### src/rtl/wdog_pkg.sv
package wdog_pkg;
   typedef enum logic {
      WD_ACT_RESET = 1'b0,
      WD_ACT_IRQ   = 1'b1
   } wd_act_e;

   typedef enum logic {
      WD_KEY_IDLE  = 1'b0,
      WD_KEY_ARMED = 1'b1
   } wd_key_e;
endpackage

### src/rtl/wdog_key_seq.sv
module wdog_key_seq #(
   parameter int unsigned DATA_W = 8,
   parameter logic [DATA_W-1:0] KEY_A = 8'h55,
   parameter logic [DATA_W-1:0] KEY_B = 8'hAA
) (
   input  logic              clk_i,
   input  logic              rst_ni,
   input  logic              en_i,
   input  logic              wr_i,
   input  logic [DATA_W-1:0] data_i,
   output logic              done_o
);
   import wdog_pkg::*;

   wd_key_e state_q, state_d;

   always_comb begin
      state_d = state_q;
      done_o  = 1'b0;
      if (!en_i) begin
         state_d = WD_KEY_IDLE;
      end else if (wr_i) begin
         if (data_i == KEY_A) begin
            state_d = WD_KEY_ARMED;
         end else if (state_q == WD_KEY_ARMED && data_i == KEY_B) begin
            state_d = WD_KEY_IDLE;
            done_o  = 1'b1;
         end else begin
            state_d = WD_KEY_IDLE;
         end
      end
   end

   always_ff @(posedge clk_i or negedge rst_ni) begin
      if (!rst_ni) state_q <= WD_KEY_IDLE;
      else         state_q <= state_d;
   end
endmodule

### src/rtl/wdog_count.sv
module wdog_count #(
   parameter int unsigned SEL_W    = 3,
   parameter int unsigned BASE_EXP = 9,
   parameter int unsigned EXP_STEP = 2
) (
   input  logic             clk_i,
   input  logic             rst_ni,
   input  logic             en_i,
   input  logic             tick_i,
   input  logic [SEL_W-1:0] sel_i,
   input  logic             svc_i,
   output logic             fire_o
);
   localparam int unsigned NUM_SEL = 1 << SEL_W;
   localparam int unsigned CNT_W   = BASE_EXP + EXP_STEP * (NUM_SEL - 1);

   logic [CNT_W-1:0] reload_tbl [NUM_SEL];

   for (genvar g = 0; g < NUM_SEL; g++) begin : g_tbl
      localparam int unsigned EXPO = BASE_EXP + EXP_STEP * g;
      assign reload_tbl[g] = {CNT_W{1'b1}} >> (CNT_W - EXPO);
   end

   logic [CNT_W-1:0] cnt_q;
   logic [SEL_W-1:0] sel_q;
   logic             reload;

   assign reload = !en_i || svc_i || (sel_i != sel_q);
   assign fire_o = en_i && tick_i && !reload && (cnt_q == '0);

   always_ff @(posedge clk_i or negedge rst_ni) begin
      if (!rst_ni) begin
         sel_q <= '0;
         cnt_q <= reload_tbl[0];
      end else begin
         sel_q <= sel_i;
         if (reload) begin
            cnt_q <= reload_tbl[sel_i];
         end else if (tick_i) begin
            if (cnt_q == '0) cnt_q <= reload_tbl[sel_i];
            else             cnt_q <= cnt_q - 1'b1;
         end
      end
   end
endmodule

### src/rtl/wdog_action.sv
module wdog_action #(
   parameter int unsigned RST_HOLD = 16
) (
   input  logic clk_i,
   input  logic rst_ni,
   input  logic en_i,
   input  logic fire_i,
   input  logic svc_i,
   input  logic act_irq_i,
   output logic rst_req_o,
   output logic nmi_o,
   output logic expired_o
);
   import wdog_pkg::*;

   wd_act_e act;
   assign act = wd_act_e'(act_irq_i);

   always_ff @(posedge clk_i or negedge rst_ni) begin
      if (!rst_ni) begin
         nmi_o     <= 1'b0;
         expired_o <= 1'b0;
      end else if (!en_i) begin
         nmi_o     <= 1'b0;
         expired_o <= 1'b0;
      end else begin
         if (fire_i)     expired_o <= 1'b1;
         else if (svc_i) expired_o <= 1'b0;
         if (fire_i && act == WD_ACT_IRQ) nmi_o <= 1'b1;
         else if (svc_i)                  nmi_o <= 1'b0;
      end
   end

   if (RST_HOLD == 1) begin : g_single
      always_ff @(posedge clk_i or negedge rst_ni) begin
         if (!rst_ni)    rst_req_o <= 1'b0;
         else if (!en_i) rst_req_o <= 1'b0;
         else            rst_req_o <= fire_i && act == WD_ACT_RESET;
      end
   end else begin : g_hold
      localparam int unsigned HW = $clog2(RST_HOLD + 1);
      logic [HW-1:0] hold_q;
      always_ff @(posedge clk_i or negedge rst_ni) begin
         if (!rst_ni)                            hold_q <= '0;
         else if (!en_i)                         hold_q <= '0;
         else if (fire_i && act == WD_ACT_RESET) hold_q <= HW'(RST_HOLD);
         else if (hold_q != '0)                  hold_q <= hold_q - 1'b1;
      end
      assign rst_req_o = (hold_q != '0);
   end
endmodule

### src/rtl/wdog_guard.sv
module wdog_guard #(
   parameter int unsigned SEL_W    = 3,
   parameter int unsigned BASE_EXP = 9,
   parameter int unsigned EXP_STEP = 2,
   parameter int unsigned RST_HOLD = 16,
   parameter int unsigned DATA_W   = 8
) (
   input  logic              clk_i,
   input  logic              rst_ni,
   input  logic              tick_i,
   input  logic              en_i,
   input  logic              act_irq_i,
   input  logic [SEL_W-1:0]  per_sel_i,
   input  logic              svc_wr_i,
   input  logic [DATA_W-1:0] svc_data_i,
   output logic              rst_req_o,
   output logic              nmi_o,
   output logic              expired_o
);
   localparam int unsigned MAX_EXP = BASE_EXP + EXP_STEP * ((1 << SEL_W) - 1);

   if (SEL_W < 1 || SEL_W > 4) begin : g_bad_sel
      $error("wdog_guard: SEL_W must be 1..4");
   end
   if (BASE_EXP < 1 || MAX_EXP > 31) begin : g_bad_exp
      $error("wdog_guard: period exponents must lie in 1..31");
   end
   if (RST_HOLD < 1 || (1 << BASE_EXP) <= RST_HOLD) begin : g_bad_hold
      $error("wdog_guard: RST_HOLD must be nonzero and below the shortest period");
   end
   if (DATA_W != 8) begin : g_bad_data
      $error("wdog_guard: service keys are bytes, DATA_W must be 8");
   end

   logic svc_ok;
   logic fire;

   wdog_key_seq #(.DATA_W(DATA_W)) u_key (
      .clk_i (clk_i),
      .rst_ni(rst_ni),
      .en_i  (en_i),
      .wr_i  (svc_wr_i),
      .data_i(svc_data_i),
      .done_o(svc_ok)
   );

   wdog_count #(.SEL_W(SEL_W), .BASE_EXP(BASE_EXP), .EXP_STEP(EXP_STEP)) u_cnt (
      .clk_i (clk_i),
      .rst_ni(rst_ni),
      .en_i  (en_i),
      .tick_i(tick_i),
      .sel_i (per_sel_i),
      .svc_i (svc_ok),
      .fire_o(fire)
   );

   wdog_action #(.RST_HOLD(RST_HOLD)) u_act (
      .clk_i    (clk_i),
      .rst_ni   (rst_ni),
      .en_i     (en_i),
      .fire_i   (fire),
      .svc_i    (svc_ok),
      .act_irq_i(act_irq_i),
      .rst_req_o(rst_req_o),
      .nmi_o    (nmi_o),
      .expired_o(expired_o)
   );
endmodule

### config.mk
export PLATFORM = sky130hd
export DESIGN_NAME = wdog_guard
export DESIGN_NICKNAME = d
export VERILOG_FILES = /design/src/rtl/wdog_pkg.sv /design/src/rtl/wdog_key_seq.sv /design/src/rtl/wdog_count.sv /design/src/rtl/wdog_action.sv /design/src/rtl/wdog_guard.sv
export SDC_FILE = /design/constraint.sdc
export NUM_CORES = 1
export LEC_CHECK = 0
export CORE_MARGIN = 5
export CORE_UTILIZATION = 40
export CTS_CLUSTER_SIZE = 28
export DETAILED_ROUTE_END_ITERATION = 10
export PLACE_DENSITY_LB_ADDON = 0.15
export SLEW_MARGIN = 0
export SYNTH_ARGS = -nofsm -noshare
export SYNTH_HDL_FRONTEND = slang
export SYNTH_SLANG_ARGS = --single-unit
### constraint.sdc
create_clock -name clk_i -period 2.1 [get_ports clk_i]
set_clock_uncertainty 0.1 [all_clocks]
set_input_delay 0.525 -clock clk_i [delete_from_list [all_inputs] [get_ports clk_i]]
set_output_delay 0.525 -clock clk_i [all_outputs]
set_load 0.01 [all_outputs]
==> results.md <==
- # rows: 26
- First-pass GRT wire length: 9190 um
- Final Hold Viols: 0
- Synth Register Bits: 34
- Tmin final: 2.09 ns
- Layout cell share with drive strength beyond 1: 32.2%
- Ys async rst share: 100%
- RSZ-0062 raised after global routing: true
- CTS Root Cell: clkbuf_8
- Die H: 82.2 um
- CTS Sinks: 34
- Final Cycle Share: 99.5%
- Buffers on Ports: 19
- Initial antenna violation count: 0
- H-tree depth: 2
- GRT Total Usage: 17.8%
- Status: finished, final reports clean
- Fmax: 478 MHz
- Post-route setup TNS: 0 ns
- Yosys warns: 0
- EDFF count, synth: 0
- Fillers: 461
- DR WL/cell: 15.2 um
- Synthesized area per cell: 8.99 sq um
- TritonCTS clock tree: yes
- CP bufs+invs: 2
- Vias in the first global route: 1931
- Synth top area cells: dfrtp_1, dfstp_2, o21ai_0
- Post-synth top area share: 30.0%
- Die area: 0.00676 sq mm
- Slew headroom: 70.1%
- Main synth FF type: dfrtp_1
- Routability congestion estimate: 0.879
- Register area share after synthesis: 41.3%
- Max clock buf depth: 2
- Die width: 82.2 um
- Max Slew Vio Count: 0
- Number of DRC markers in iteration 0: 119
- Clk_lat worst skew: 0.29 ns
- Pwr dens: 632 mW/mm^2
- Grt total ovfl: 0
- Slowest stage cell, crit path: or4_1
- Core Region: 0.00507 sq mm
- Detailed-route vias per instance: 5.56
- Largest net degree at the start of global routing: 35
- Syn_nets: 253
- Residual DRC: 0
- Post-route ant nets: 0
- Hold slack: 0.418 ns
- Worst Hold Class: flop to flop
- CP arrival: 2.20 ns
- Slowest stage delay, CP: 0.46 ns
- Synth cell types: 54
- Initial core utilization: 41.1%
- Most common cell in the netlist: dfrtp_1
- Finished Core Util: 57.9%
- CP Max Fanout: 7
- Synth Instances: 232
- Synthesized area: 0.00209 sq mm
- Leak: 1.15 nW
- Router iterations before antenna repair: 4
- Largest delay share family, worst path: simple AND/OR/NAND/NOR gates
- HPWL Detailed: 3950 um
- Drt total wl: 5580 um
- Critical path required time: 2.21 ns
- TritonCTS buffer count: 5
- Least-Margin Pin Slew: 0.448 ns
- Routed vias: 2047
- Most frequent cells after synthesis: dfrtp_1, nand2_1, o21ai_0
- Final setup fails: 0
- Reg clk slew, reported paths: 0.07 ns
- Area leader, netlist: dfrtp_1
- Crit Path Class: flop to flop
- Max-cap violations: 0
- CP endpoint kind: flop
- Boundary pin count: 20
- Area Growth Syn to Fin: 41.0%
- Worst setup margin: 0.00980 ns
- Worst-path cell chain: nor4_4, buf_4, nand4b_4, buf_6, or4_1, o221ai_1
- Ant. Diodes: 0
- Crit start category: flop
- Post-layout net count: 318
- Post-Place Worst Slack: -0.385 ns
- Max VDD drop: 0.287 mV
path summary, 6_finish.rpt:
path                                     start              end  slack, ns  depth (start not counted)
worst max-delay path            u_cnt.cnt_q[4]  u_cnt.cnt_q[18]       0.01                          6
max in group asynchronous               rst_ni   u_cnt.cnt_q[1]       1.00                          2
worst min register to register     u_act.nmi_o      u_act.nmi_o       0.42                          2
worst min-delay path               u_act.nmi_o      u_act.nmi_o       0.42                          2
min in group asynchronous               rst_ni   u_cnt.sel_q[2]       0.55                          2
worst max register to register  u_cnt.cnt_q[4]  u_cnt.cnt_q[18]       0.01                          6
logic make-up (layout without fill, tap and decap cells):
group	count (synthesis)	after routing	synth area share (%)
buffers and inverters	18	84	3.30
adders and majority gates	4	4	2.40
DFF	34	34	41.3
xor gates and xnor gates	6	6	2.52
and+or+nand+nor	106	106	30.3
AOI/OAI and AO/OA	64	64	20.2
flip-flops by register name, indices dropped and copies added, names as in the netlist:
register,flops
u_act.g_hold.hold_q,5
u_key.state_q,1
u_act.expired_o,1
u_cnt.cnt_q,23
u_cnt.sel_q,3
u_act.nmi_o,1
stage by stage:
| step | instances | total power [W] | instance area, sq um |
|---|---|---|---|
| after floorplan | 232 | 0.00105 | 2090 |
| after global placement | 353 | 0.00131 | 2660 |
| after detailed placement | 353 | 0.00132 | 2660 |
| after CTS | 362 | 0.00187 | 2800 |
| after global routing | 368 | 0.00198 | 2940 |
| final | 368 | 0.00186 | 2940 |
worst min-delay path, cell delays in order (launching register included):
cell	delay (ns)
dfrtp_1	0.35
nand3_1	0.07
o21ai_0	0.06
cell usage in the layout (no fill, tap or decap), types with 3 or more instances in the layout:
master and count:
xor2_1 3, nor3_1 15, inv_1 5, dfstp_2 9, xnor2_1 3, a21oi_1 12
nor4_4 3, o22ai_1 4, buf_4 49, nor4_1 5, nand4_1 4, ha_1 3
nand3_1 5, o311ai_0 3, or4_1 4, clkdlybuf4s50_1 16, clkbuf_8 6, nor2_1 16
o221ai_1 3, dfrtp_1 25, nand2_1 19, o21ai_0 19, nand2b_1 3, o31a_1 3
power breakdown:
| part | switching, W | internal (W) | leakage (nW) | total (W) |
|---|---|---|---|---|
| combinational | 0.000246 | 0.000317 | 0.704 | 0.000563 |
| sequential | 0.0000643 | 0.000720 | 0.400 | 0.000784 |
| clock | 0.000247 | 0.000265 | 0.0482 | 0.000512 |
area by class of cell:
type / instances / area (sq um) / area share, %
Timing Repair Buffer: 71 / 582 / 19.8
Clock buffer: 7 / 86.3 / 2.94
Tap cell: 70 / 87.6 / 2.98
Multi-Input combinational cell: 180 / 1300 / 44.2
Inverter: 5 / 18.8 / 0.638
Sequential cell: 34 / 862 / 29.3
Clock inverter: 1 / 5.00 / 0.170
layer usage:
metal  global-route usage (%)  up-vias  part of all wire [%]
met4                     6.81        0                   1.8
li1                         -     1018                     -
met5                        0        -                     0
met1                     23.6      980                    47
met3                     4.01        9                   5.0
met2                     28.0       40                    46
repair_timing:
| item | in CTS | in global routing |
|---|---|---|
| endpoints found under the setup margin | 16 | 26 |
| cloned | 0 | 1 |
| buffers inserted | 1 | 5 |
| pin swaps | 2 | 7 |
| hold buffers | 0 | 0 |
| resized for setup | 17 | 21 |
(Power assumes the default switching activity.)
